File: config.mk
export PLATFORM = sky130hd
export DESIGN_NAME = dma_chan_top
export DESIGN_NICKNAME = d
export VERILOG_FILES = /design/src/rtl/dma_chan_pkg.sv /design/src/rtl/dma_chan_unit.sv /design/src/rtl/dma_chan_lane.sv /design/src/rtl/dma_chan_top.sv
export SDC_FILE = /design/constraint.sdc
export NUM_CORES = 1
export LEC_CHECK = 0
export ABC_AREA = 1
export ABC_CLOCK_PERIOD_IN_PS = 3100
export BUFFER_PORTS_ARGS = -buffer_cell sky130_fd_sc_hd__buf_2
export CELL_PAD_IN_SITES_DETAIL_PLACEMENT = 1
export CELL_PAD_IN_SITES_GLOBAL_PLACEMENT = 2
export CORE_MARGIN = 10
export CORE_UTILIZATION = 31
export DETAILED_ROUTE_END_ITERATION = 16
export PLACE_DENSITY_LB_ADDON = 0.1
export SLEW_MARGIN = 10
export SYNTH_ARGS = -nofsm -noshare
export SYNTH_HDL_FRONTEND = slang
export SYNTH_HIERARCHICAL = 1
export SYNTH_SLANG_ARGS = --single-unit
File: constraint.sdc
create_clock -name clk_i -period 3.1 [get_ports clk_i]
set_input_delay 0.31 -clock clk_i [delete_from_list [all_inputs] [get_ports clk_i]]
set_output_delay 0.31 -clock clk_i [all_outputs]
set_load 0.02 [all_outputs]
File: src/rtl/dma_chan_pkg.sv
package dma_chan_pkg;

    localparam int REG_AW = 5;

    // Register offsets inside the channel window
    localparam logic [REG_AW-1:0] OFS_SRC  = 5'h00;
    localparam logic [REG_AW-1:0] OFS_DST  = 5'h04;
    localparam logic [REG_AW-1:0] OFS_CNT  = 5'h08;
    localparam logic [REG_AW-1:0] OFS_RQT  = 5'h0C;
    localparam logic [REG_AW-1:0] OFS_STS  = 5'h10;
    localparam logic [REG_AW-1:0] OFS_CMD  = 5'h14;
    localparam logic [REG_AW-1:0] OFS_GCTL = 5'h18;
    localparam logic [REG_AW-1:0] OFS_PEND = 5'h1C;

    // Status/control bits
    localparam int STS_EN   = 0;
    localparam int STS_CT   = 1;
    localparam int STS_HALT = 2;
    localparam int STS_DONE = 3;
    localparam int STS_AERR = 4;

    // Command bits
    localparam int CMD_SINC  = 23;
    localparam int CMD_DINC  = 22;
    localparam int CMD_USZ   = 8;
    localparam int CMD_IRQEN = 1;

    // Global control bits
    localparam int GCTL_EN   = 0;
    localparam int GCTL_HALT = 3;

    typedef enum logic [1:0] {
        ST_IDLE  = 2'd0,
        ST_READ  = 2'd1,
        ST_WRITE = 2'd2
    } chan_state_e;

endpackage

File: src/rtl/dma_chan_unit.sv
// Decodes the unit-size code into beat step, beat count and alignment mask.
module dma_chan_unit #(
    parameter int BEAT_W = 3
) (
    input  logic [2:0]        code_i,
    output logic [2:0]        step_o,
    output logic [BEAT_W-1:0] beats_m1_o,
    output logic [4:0]        align_mask_o
);
    always_comb begin
        step_o       = 3'd1;
        beats_m1_o   = '0;
        align_mask_o = 5'd0;
        unique case (code_i)
            3'd1: begin step_o = 3'd2; align_mask_o = 5'd1; end
            3'd2: begin step_o = 3'd4; align_mask_o = 5'd3; end
            3'd3: begin step_o = 3'd4; beats_m1_o = BEAT_W'(3); align_mask_o = 5'd15; end
            3'd4: begin step_o = 3'd4; beats_m1_o = BEAT_W'(7); align_mask_o = 5'd31; end
            default: ;
        endcase
    end
endmodule

File: src/rtl/dma_chan_lane.sv
// Moves sub-word units from the source byte lane to the destination byte lane.
module dma_chan_lane #(
    parameter int DATA_W = 32,
    localparam int BE_W  = DATA_W / 8,
    localparam int LO_W  = $clog2(BE_W)
) (
    input  logic [LO_W-1:0]   src_lo_i,
    input  logic [LO_W-1:0]   dst_lo_i,
    input  logic [2:0]        step_i,
    input  logic [DATA_W-1:0] rdata_i,
    output logic [DATA_W-1:0] wdata_o,
    output logic [BE_W-1:0]   be_o
);
    logic [DATA_W-1:0] aligned;
    logic [BE_W-1:0]   base_mask;

    // One enable bit per byte of the unit
    for (genvar g = 0; g < BE_W; g++) begin : g_mask
        assign base_mask[g] = (g < int'(step_i));
    end

    assign aligned = rdata_i >> {src_lo_i, 3'b000};
    assign wdata_o = aligned << {dst_lo_i, 3'b000};
    assign be_o    = base_mask << dst_lo_i;
endmodule

File: src/rtl/dma_chan_top.sv
module dma_chan_top
    import dma_chan_pkg::*;
#(
    parameter int COUNT_W = 24,
    parameter int DATA_W  = 32,
    parameter int BEAT_W  = 3
) (
    input  logic              clk_i,
    input  logic              rst_ni,
    input  logic              reg_sel_i,
    input  logic              reg_we_i,
    input  logic [REG_AW-1:0] reg_addr_i,
    input  logic [31:0]       reg_wdata_i,
    output logic [31:0]       reg_rdata_o,
    input  logic              dreq_i,
    output logic              mem_req_o,
    output logic              mem_we_o,
    output logic [31:0]       mem_addr_o,
    output logic [DATA_W/8-1:0] mem_be_o,
    output logic [DATA_W-1:0] mem_wdata_o,
    input  logic [DATA_W-1:0] mem_rdata_i,
    input  logic              mem_ready_i,
    output logic              irq_o
);
    localparam int BE_W = DATA_W / 8;
    localparam int LO_W = $clog2(BE_W);

    typedef struct packed {
        chan_state_e        st;
        logic [31:0]        src;
        logic [31:0]        dst;
        logic [COUNT_W-1:0] cnt;
        logic               rqt;
        logic               en;
        logic               ct;
        logic               halt;
        logic               done;
        logic               aerr;
        logic               sinc;
        logic               dinc;
        logic [2:0]         usz;
        logic               irqen;
        logic               gen;
        logic               ghalt;
        logic [BEAT_W-1:0]  beat;
        logic [DATA_W-1:0]  data;
    } chan_regs_t;

    chan_regs_t r_d, r_q;

    logic [2:0]        step;
    logic [BEAT_W-1:0] beats_m1;
    logic [4:0]        align_mask;
    logic [DATA_W-1:0] lane_wdata;
    logic [BE_W-1:0]   lane_be;
    logic              run;
    logic              misalign;
    logic              reg_wr;
    logic              unused_wdata;

    dma_chan_unit #(.BEAT_W(BEAT_W)) unit_i (
        .code_i      (r_q.usz),
        .step_o      (step),
        .beats_m1_o  (beats_m1),
        .align_mask_o(align_mask)
    );

    dma_chan_lane #(.DATA_W(DATA_W)) lane_i (
        .src_lo_i(r_q.src[LO_W-1:0]),
        .dst_lo_i(r_q.dst[LO_W-1:0]),
        .step_i  (step),
        .rdata_i (r_q.data),
        .wdata_o (lane_wdata),
        .be_o    (lane_be)
    );

    assign run          = r_q.en && !r_q.halt && r_q.gen && !r_q.ghalt;
    assign misalign     = |((r_q.src[4:0] | r_q.dst[4:0]) & align_mask);
    assign reg_wr       = reg_sel_i && reg_we_i;
    assign irq_o        = r_q.done && r_q.irqen;
    assign unused_wdata = ^reg_wdata_i;

    always_comb begin
        r_d         = r_q;
        mem_req_o   = 1'b0;
        mem_we_o    = 1'b0;
        mem_addr_o  = {r_q.src[31:LO_W], {LO_W{1'b0}}};
        mem_be_o    = '0;
        mem_wdata_o = '0;

        unique case (r_q.st)
            ST_IDLE: begin
                if (run && !r_q.done && !r_q.aerr) begin
                    if (misalign) begin
                        r_d.aerr = 1'b1;
                        r_d.en   = 1'b0;
                    end else if (r_q.cnt == '0) begin
                        r_d.done = 1'b1;
                        r_d.ct   = 1'b1;
                    end else if (!r_q.rqt || dreq_i) begin
                        r_d.st   = ST_READ;
                        r_d.beat = '0;
                    end
                end
            end
            ST_READ: begin
                if (run) begin
                    mem_req_o = 1'b1;
                    if (mem_ready_i) begin
                        r_d.data = mem_rdata_i;
                        r_d.st   = ST_WRITE;
                    end
                end
            end
            ST_WRITE: begin
                mem_req_o   = 1'b1;
                mem_we_o    = 1'b1;
                mem_addr_o  = {r_q.dst[31:LO_W], {LO_W{1'b0}}};
                mem_be_o    = lane_be;
                mem_wdata_o = lane_wdata;
                if (mem_ready_i) begin
                    if (r_q.sinc) r_d.src = r_q.src + {29'd0, step};
                    if (r_q.dinc) r_d.dst = r_q.dst + {29'd0, step};
                    if (r_q.beat == beats_m1) begin
                        r_d.cnt = r_q.cnt - {{(COUNT_W-1){1'b0}}, 1'b1};
                        r_d.st  = ST_IDLE;
                        if (r_q.cnt == {{(COUNT_W-1){1'b0}}, 1'b1}) begin
                            r_d.done = 1'b1;
                            r_d.ct   = 1'b1;
                        end
                    end else begin
                        r_d.beat = r_q.beat + {{(BEAT_W-1){1'b0}}, 1'b1};
                        r_d.st   = ST_READ;
                    end
                end
            end
            default: r_d.st = ST_IDLE;
        endcase

        // Software writes take precedence over engine updates
        if (reg_wr) begin
            unique case (reg_addr_i)
                OFS_SRC: r_d.src = reg_wdata_i;
                OFS_DST: r_d.dst = reg_wdata_i;
                OFS_CNT: r_d.cnt = reg_wdata_i[COUNT_W-1:0];
                OFS_RQT: r_d.rqt = reg_wdata_i[0];
                OFS_STS: begin
                    r_d.en   = reg_wdata_i[STS_EN];
                    r_d.ct   = reg_wdata_i[STS_CT];
                    r_d.halt = reg_wdata_i[STS_HALT];
                    r_d.done = reg_wdata_i[STS_DONE];
                    r_d.aerr = reg_wdata_i[STS_AERR];
                end
                OFS_CMD: begin
                    r_d.sinc  = reg_wdata_i[CMD_SINC];
                    r_d.dinc  = reg_wdata_i[CMD_DINC];
                    r_d.usz   = reg_wdata_i[CMD_USZ+:3];
                    r_d.irqen = reg_wdata_i[CMD_IRQEN];
                end
                OFS_GCTL: begin
                    r_d.gen   = reg_wdata_i[GCTL_EN];
                    r_d.ghalt = reg_wdata_i[GCTL_HALT];
                end
                default: ;
            endcase
        end
    end

    always_comb begin
        reg_rdata_o = '0;
        unique case (reg_addr_i)
            OFS_SRC: reg_rdata_o = r_q.src;
            OFS_DST: reg_rdata_o = r_q.dst;
            OFS_CNT: reg_rdata_o = 32'(r_q.cnt);
            OFS_RQT: reg_rdata_o = {31'd0, r_q.rqt};
            OFS_STS: begin
                reg_rdata_o[STS_EN]   = r_q.en;
                reg_rdata_o[STS_CT]   = r_q.ct;
                reg_rdata_o[STS_HALT] = r_q.halt;
                reg_rdata_o[STS_DONE] = r_q.done;
                reg_rdata_o[STS_AERR] = r_q.aerr;
            end
            OFS_CMD: begin
                reg_rdata_o[CMD_SINC]     = r_q.sinc;
                reg_rdata_o[CMD_DINC]     = r_q.dinc;
                reg_rdata_o[CMD_USZ+:3]   = r_q.usz;
                reg_rdata_o[CMD_IRQEN]    = r_q.irqen;
            end
            OFS_GCTL: begin
                reg_rdata_o[GCTL_EN]   = r_q.gen;
                reg_rdata_o[GCTL_HALT] = r_q.ghalt;
            end
            OFS_PEND: reg_rdata_o = {31'd0, irq_o};
            default: ;
        endcase
    end

    always_ff @(posedge clk_i or negedge rst_ni) begin
        if (!rst_ni) begin
            r_q    <= '0;
            r_q.st <= ST_IDLE;
        end else begin
            r_q <= r_d;
        end
    end

endmodule

==> flow_summary.toml, run 1 <==
[critical_path]
path_max_fanout = 8
r2r_slack_ns = 0.27
cp.required_ns = 3.48
slowest_stage = "dfrtp_1"
cpPeakStageDelay_ns = 0.43
cp_common_cell = "nand2_1"
path_delay_family = "simple AND/OR/NAND/NOR gates"
r2r_end = "r_q[125]$_DFF_PN0_"
path_buf_inv = 1
cp.arrival_ns = 3.21
worstPathCellList = "nor2_1, nand2_1, inv_1, nor2_2, ha_1, fa_1, nand3_1, nand2_1, nand4_2, nor2_1, xor2_1, nand2_1, nand2_1"
crit_path_end_kind = "register"
rr_startpoint = "r_q[39]$_DFFE_PN0P_"
worstSetupPathType = "register to register"
start_kind = "register"
r2r_cells = 13

[floorplanning]
die_x_um = 207
start_util_pct = 31.3
core_um2 = 34500
rows = 68
die_height_um = 207
fp.dieArea_um2 = 42700
io_pins = 178

[yosys]
synth_edf_count = 0
ys_seq_area_share_pct = 32.2
syn_avg_cell_area_um2 = 6.23
yosysWarnings = 6
synth_compound_area_share_pct = 10.8
ys.flop_type = "dfrtp_1"
yosys.area_share.simple_pct = 40.1
synth_top_family_by_area = "simple AND/OR/NAND/NOR gates"
netlist_area_um2 = 10800
synth_top_cell_area_share_pct = 32.2
synth_mux_area_share_pct = 0.313
synthTopCellsByArea = "dfrtp_1, nand2_1, inv_1"
async_flop_share_pct = 100
ys_top_cells_by_count = "nand2_1, inv_1, nor2_1, dfrtp_1, nand3_1"
synth_cell_types = 47
synth.most_common_cell = "nand2_1"
synth_largest_area_cell = "dfrtp_1"
postSynthRegisterBits = 139
syn-instance-count = 1734
synthAdderAreaFrac_pct = 1.99
synth_xor_area_share_pct = 3.64

[global_route]
first_global_vias = 12500
grt_max_degree = 58
antenna_found_initial = 0
grt.overflow.total = 0
grt_pass1_wl_um = 74800
grt_usage_pct = 23.0

[sta]
rsz0062_at_grt = "false"
finalClockSkew_ns = 0.0110
hold_viol_final = 0
maxSlewViolCount = 0
worst_pin_slew_ns = 0.768
max_slew_margin_pct = 48.7
min_period_ns = 2.83
max_freq_mhz = 354
finalSetupTns_ns = 0
hold_slack_ns = 0.0647
fin_crit_sh_pct = 91.2
setup_viol = 0

[clocking]
cts-root-buf = "clkbuf_16"
clk_pin_slew_ns = 0.07
cts_setup_buffers = 0
clkLatencyLatePin_ns = 0.45
cts.sinks = 139
clockBufferDepth = 2
htree_num_levels = 4
cts_buffers = 17
cts_tree = "done"

[min_path]
worst_hold_path.num_cells = 3
hold_path_startpoint = "mem_rdata_i[2]"
hold_end = "r_q[2]$_DFFE_PN0P_"
hold_class = "primary input to register"

[drt]
vias_per_cell = 5.08
remaining_drc_errors = 0
vias = 12000
wl_um = 49200
drtIter0Drc = 724
wl_per_cell_um = 20.8
first_pass_iters = 5
ant_nets = 0

[flow_run]
maxCapViolations = 0

[cells_and_area]
largest_reg_flops = 139
drive_gt1_share_pct = 14.4
top_regs = "r_q (139)"
top_register = "r_q"
nets = 1983
diodes = 0
post-route-util_pct = 37.2
syn_to_final_growth_pct = 18.8

[power_and_ir_drop]
vdd_drop_max_mv = 0.392
p_leak_nw = 7.00
power_mw = 6.84
p_per_area_nw_per_um2 = 533

[run_status]
status = "completed"

[placed_design]
dp_hpwl_um = 39200
portBuffers = 175
gp_congestion = 0.922
==> report_power, final <==
| part | switching [mW] | internal (mW) | total [mW] | leakage [nW] |
|---|---|---|---|---|
| Combinational | 1.43 | 0.654 | 2.09 | 5.04 |
| Clock | 0.875 | 1.43 | 2.31 | 0.311 |
| Sequential | 0.383 | 2.06 | 2.44 | 1.65 |
| Total | 2.69 | 4.15 | 6.84 | 7.00 |
==> what timing repair did <==
item | 4_1_cts | 5_1_grt
hold buffers | 1 | 0
endpoints found under the hold margin | 54 | 0
resized for setup | 0 | 0
==> worst max-delay path by stage <==
stage / endpoint / start / slack, ns / cells after the start
3_3_place_gp: r_q[133]$_DFF_PN0_ / r_q[40]$_DFFE_PN0P_ / 0.50 / 13
3_5_place_dp: r_q[125]$_DFF_PN0_ / r_q[39]$_DFFE_PN0P_ / 0.34 / 13
6_report: r_q[125]$_DFF_PN0_ / r_q[39]$_DFFE_PN0P_ / 0.27 / 13
5_1_grt: r_q[133]$_DFF_PN0_ / r_q[39]$_DFFE_PN0P_ / 0.02 / 13
2_1_floorplan: r_q[93]$_DFF_PN0_ / r_q[40]$_DFFE_PN0P_ / 0.85 / 14
4_1_cts: mem_wdata_o[27] / r_q[106]$_DFF_PN0_ / 0.28 / 9
==> per-stage QoR <==
step	instances	cell area [um2]	setup slack, ns
global placement	2327	12200	0.502
detailed placement	2327	12200	0.337
floorplan	1735	10800	0.855
finish	2360	12800	0.273
CTS	2360	12800	0.281
global route	2360	12800	0.0247
==> placed cells by master (no fill, tap or decap), drive strengths merged, types with 3 or more instances in the layout <==
cell and n:
mux2 3, clkinv 5, nor3 25, a21oi 73
inv 224, nand2 609, o22ai 11, nand3 127
xnor2 10, a31oi 10, clkbuf 25, or2 3
o211ai 6, dfrtp 139, o2111ai 5, buf 205
xor2 34, nand4 49, o221ai 13, ha 14
nor2 215, bufinv 4, o21ai 81
==> area by class of cell <==
class,count,area [um2]
clock buffers,25,495
flip-flops and latches,139,3480
multi-input cells,1302,6160
fillers,4642,21600
clock inverters,7,135
repair buffers,206,1140
well taps,455,569
inverters,226,848
==> cells by family after synthesis <==
family	count (synthesis)
multiplexers	3
buffers and inverters	294
AND/OR/NAND/NOR	1031
AO/OA/AOI/OAI	206
other	1
XOR/XNOR	44
flip-flops	139
adder cells (fa/ha/maj)	16
==> routing by layer <==
| metal | vias up | routed length (um) | track usage, % |
|---|---|---|---|
| li1 | 5799 | - | - |
| met1 | 5890 | 21600 | 28.8 |
| met2 | 241 | 24200 | 39.6 |
| met3 | 52 | 2000 | 3.82 |
| met4 | 0 | 1350 | 7.25 |
| met5 | - | 0 | 0 |
==> tightest hold or removal path, delay by kind of cell <==
family	cells	cell delay, ns
buf+inv	1	0.07
simple gates	2	0.10
Note: power is estimated with default switching activity, not from simulation.
==> run 2, diff against run 1 <==
--- a/config.mk
+++ b/config.mk
@@ -14,6 +14,7 @@
 export CORE_UTILIZATION = 31
 export DETAILED_ROUTE_END_ITERATION = 16
 export PLACE_DENSITY_LB_ADDON = 0.1
+export RECOVER_POWER = 50
 export SLEW_MARGIN = 10
 export SYNTH_ARGS = -nofsm -noshare
 export SYNTH_HDL_FRONTEND = slang
==> flow_summary.toml, run 2 (same netlist as run 1, synthesis figures left out) <==
[floorplanning]
fp.dieArea_um2 = 42700
core_um2 = 34500
start_util_pct = 31.3
io_pins = 178
rows = 68
die_height_um = 207
die_x_um = 207

[drt]
remaining_drc_errors = 0
first_pass_iters = 5
wl_per_cell_um = 20.9
drtIter0Drc = 728
ant_nets = 0
vias_per_cell = 5.11
vias = 12000
wl_um = 49300

[global_route]
first_global_vias = 12500
grt.overflow.total = 0
grt_usage_pct = 23.0
grt_max_degree = 58
antenna_found_initial = 0
grt_pass1_wl_um = 74800

[clocking]
htree_num_levels = 4
ctsResizeCount = 0
cts.sinks = 139
clockBufferDepth = 2
cts_tree = "done"
cts_buffers = 17
clk_pin_slew_ns = 0.07
cts-root-buf = "clkbuf_16"
clkLatencyLatePin_ns = 0.45

[critical_path]
path_max_fanout = 8
cp.required_ns = 3.48
cp.arrival_ns = 3.21
crit_path_end_kind = "register"
start_kind = "register"
worstSetupPathType = "register to register"
r2r_slack_ns = 0.28

[placed_design]
gp_congestion = 0.922
dp_hpwl_um = 39200
portBuffers = 175

[cells_and_area]
diodes = 0
nFillCells = 4644
largest_reg_flops = 139
multi_input_area_um2 = 6140
nets = 1983
mostFrequentLayoutCell = "nand2_1"
top_register = "r_q"
layout_common_cells = "nand2_1, inv_1, nor2_1"
top_regs = "r_q (139)"
syn_to_final_growth_pct = 18.4
drive_gt1_share_pct = 14.0
seqCellArea_um2 = 3480

[power_and_ir_drop]
vdd_drop_max_mv = 0.392
p_leak_nw = 6.97
p_per_area_nw_per_um2 = 534

[sta]
max_freq_mhz = 354
finalClockSkew_ns = 0.0100
rsz0062_at_grt = "false"
fin_crit_sh_pct = 91.1
min_period_ns = 2.82
finalSetupTns_ns = 0
worst_pin_slew_ns = 1.63
hold_viol_final = 0
setup_viol = 0
max_slew_margin_pct = -8.40
maxSlewViolCount = 91
hold_slack_ns = 0.0675

[run_status]
status = "finished, violations left"
violations = "max-capacitance violations, max-slew violations"

[flow_run]
maxCapViolations = 2

[min_path]
hold_class = "primary input to register"
[run 2: changes by cell type in the layout (fill, tap and decap cells not counted), moves of 2 or more]
cell      delta
clkbuf_2     +2
buf_4        -2
clkbuf_1     +3
nor2_1       +2
buf_2        -2
[run 2: area by class of cell]
type                    count  area share (%)
clock buffers              25            3.88
clock inverters             7            1.06
inverters                 226            6.63
multi-input cells        1302            48.1
flip-flops and latches    139            27.2
well taps                 455            4.45
repair buffers            206            8.72
[run 2: critical path, stage by stage, from the launching register on]
cell and delay, ns:
dfrtp_1 0.43, nor2_1 0.06, nand2_1 0.09, inv_1 0.16, nor2_2 0.29, ha_1 0.27, fa_1 0.24, nand3_1 0.08
nand2_1 0.18, nand4_2 0.32, nor2_1 0.32, xor2_1 0.17, nand2_1 0.07, nand2_1 0.07
[run 2: final timing paths]
kind	startpoint	endpoint	cells after the start
min reg2reg	r_q[7]$_DFFE_PN0P_	r_q[7]$_DFFE_PN0P_	2
min	mem_rdata_i[2]	r_q[2]$_DFFE_PN0P_	3
max	r_q[39]$_DFFE_PN0P_	r_q[125]$_DFF_PN0_	13
max reg2reg	r_q[39]$_DFFE_PN0P_	r_q[125]$_DFF_PN0_	13
min in group asynchronous	rst_ni	r_q[46]$_DFF_PN0_	2
max in group asynchronous	rst_ni	r_q[126]$_DFF_PN0_	3
[run 2: power breakdown]
group | switching [mW] | internal [mW] | total, mW
registers | 0.383 | 2.06 | 2.44
logic | 1.43 | 0.648 | 2.08
clock network | 0.876 | 1.43 | 2.31
[run 2: routing by layer]
layer / vias up / global-route usage, % / share of wire [%]
li1: 5801 / - / -
met1: 5944 / 28.8 / 44
met2: 250 / 39.6 / 49
met3: 53 / 3.82 / 4.2
met4: 0 / 7.25 / 2.8
met5: - / 0 / 0
[run 2: what timing repair did]
action	in CTS	in global routing
hold endpoints to repair	54	0
hold buffers	1	0
endpoints found under the setup margin	0	0
setup buffers	0	0
[run 2: through the flow]
stage	area, um2	instances	setup slack [ns]	utilization, %	total power [mW]
after floorplan	10800	1735	0.855	-	3.74
after global placement	12200	2327	0.502	35.4	4.54
after detailed placement	12200	2327	0.337	35.4	4.57
after CTS	12800	2360	0.281	37.2	6.91
final	12800	2360	0.277	37.1	6.83
after global routing	12800	2360	0.0148	37.1	7.27
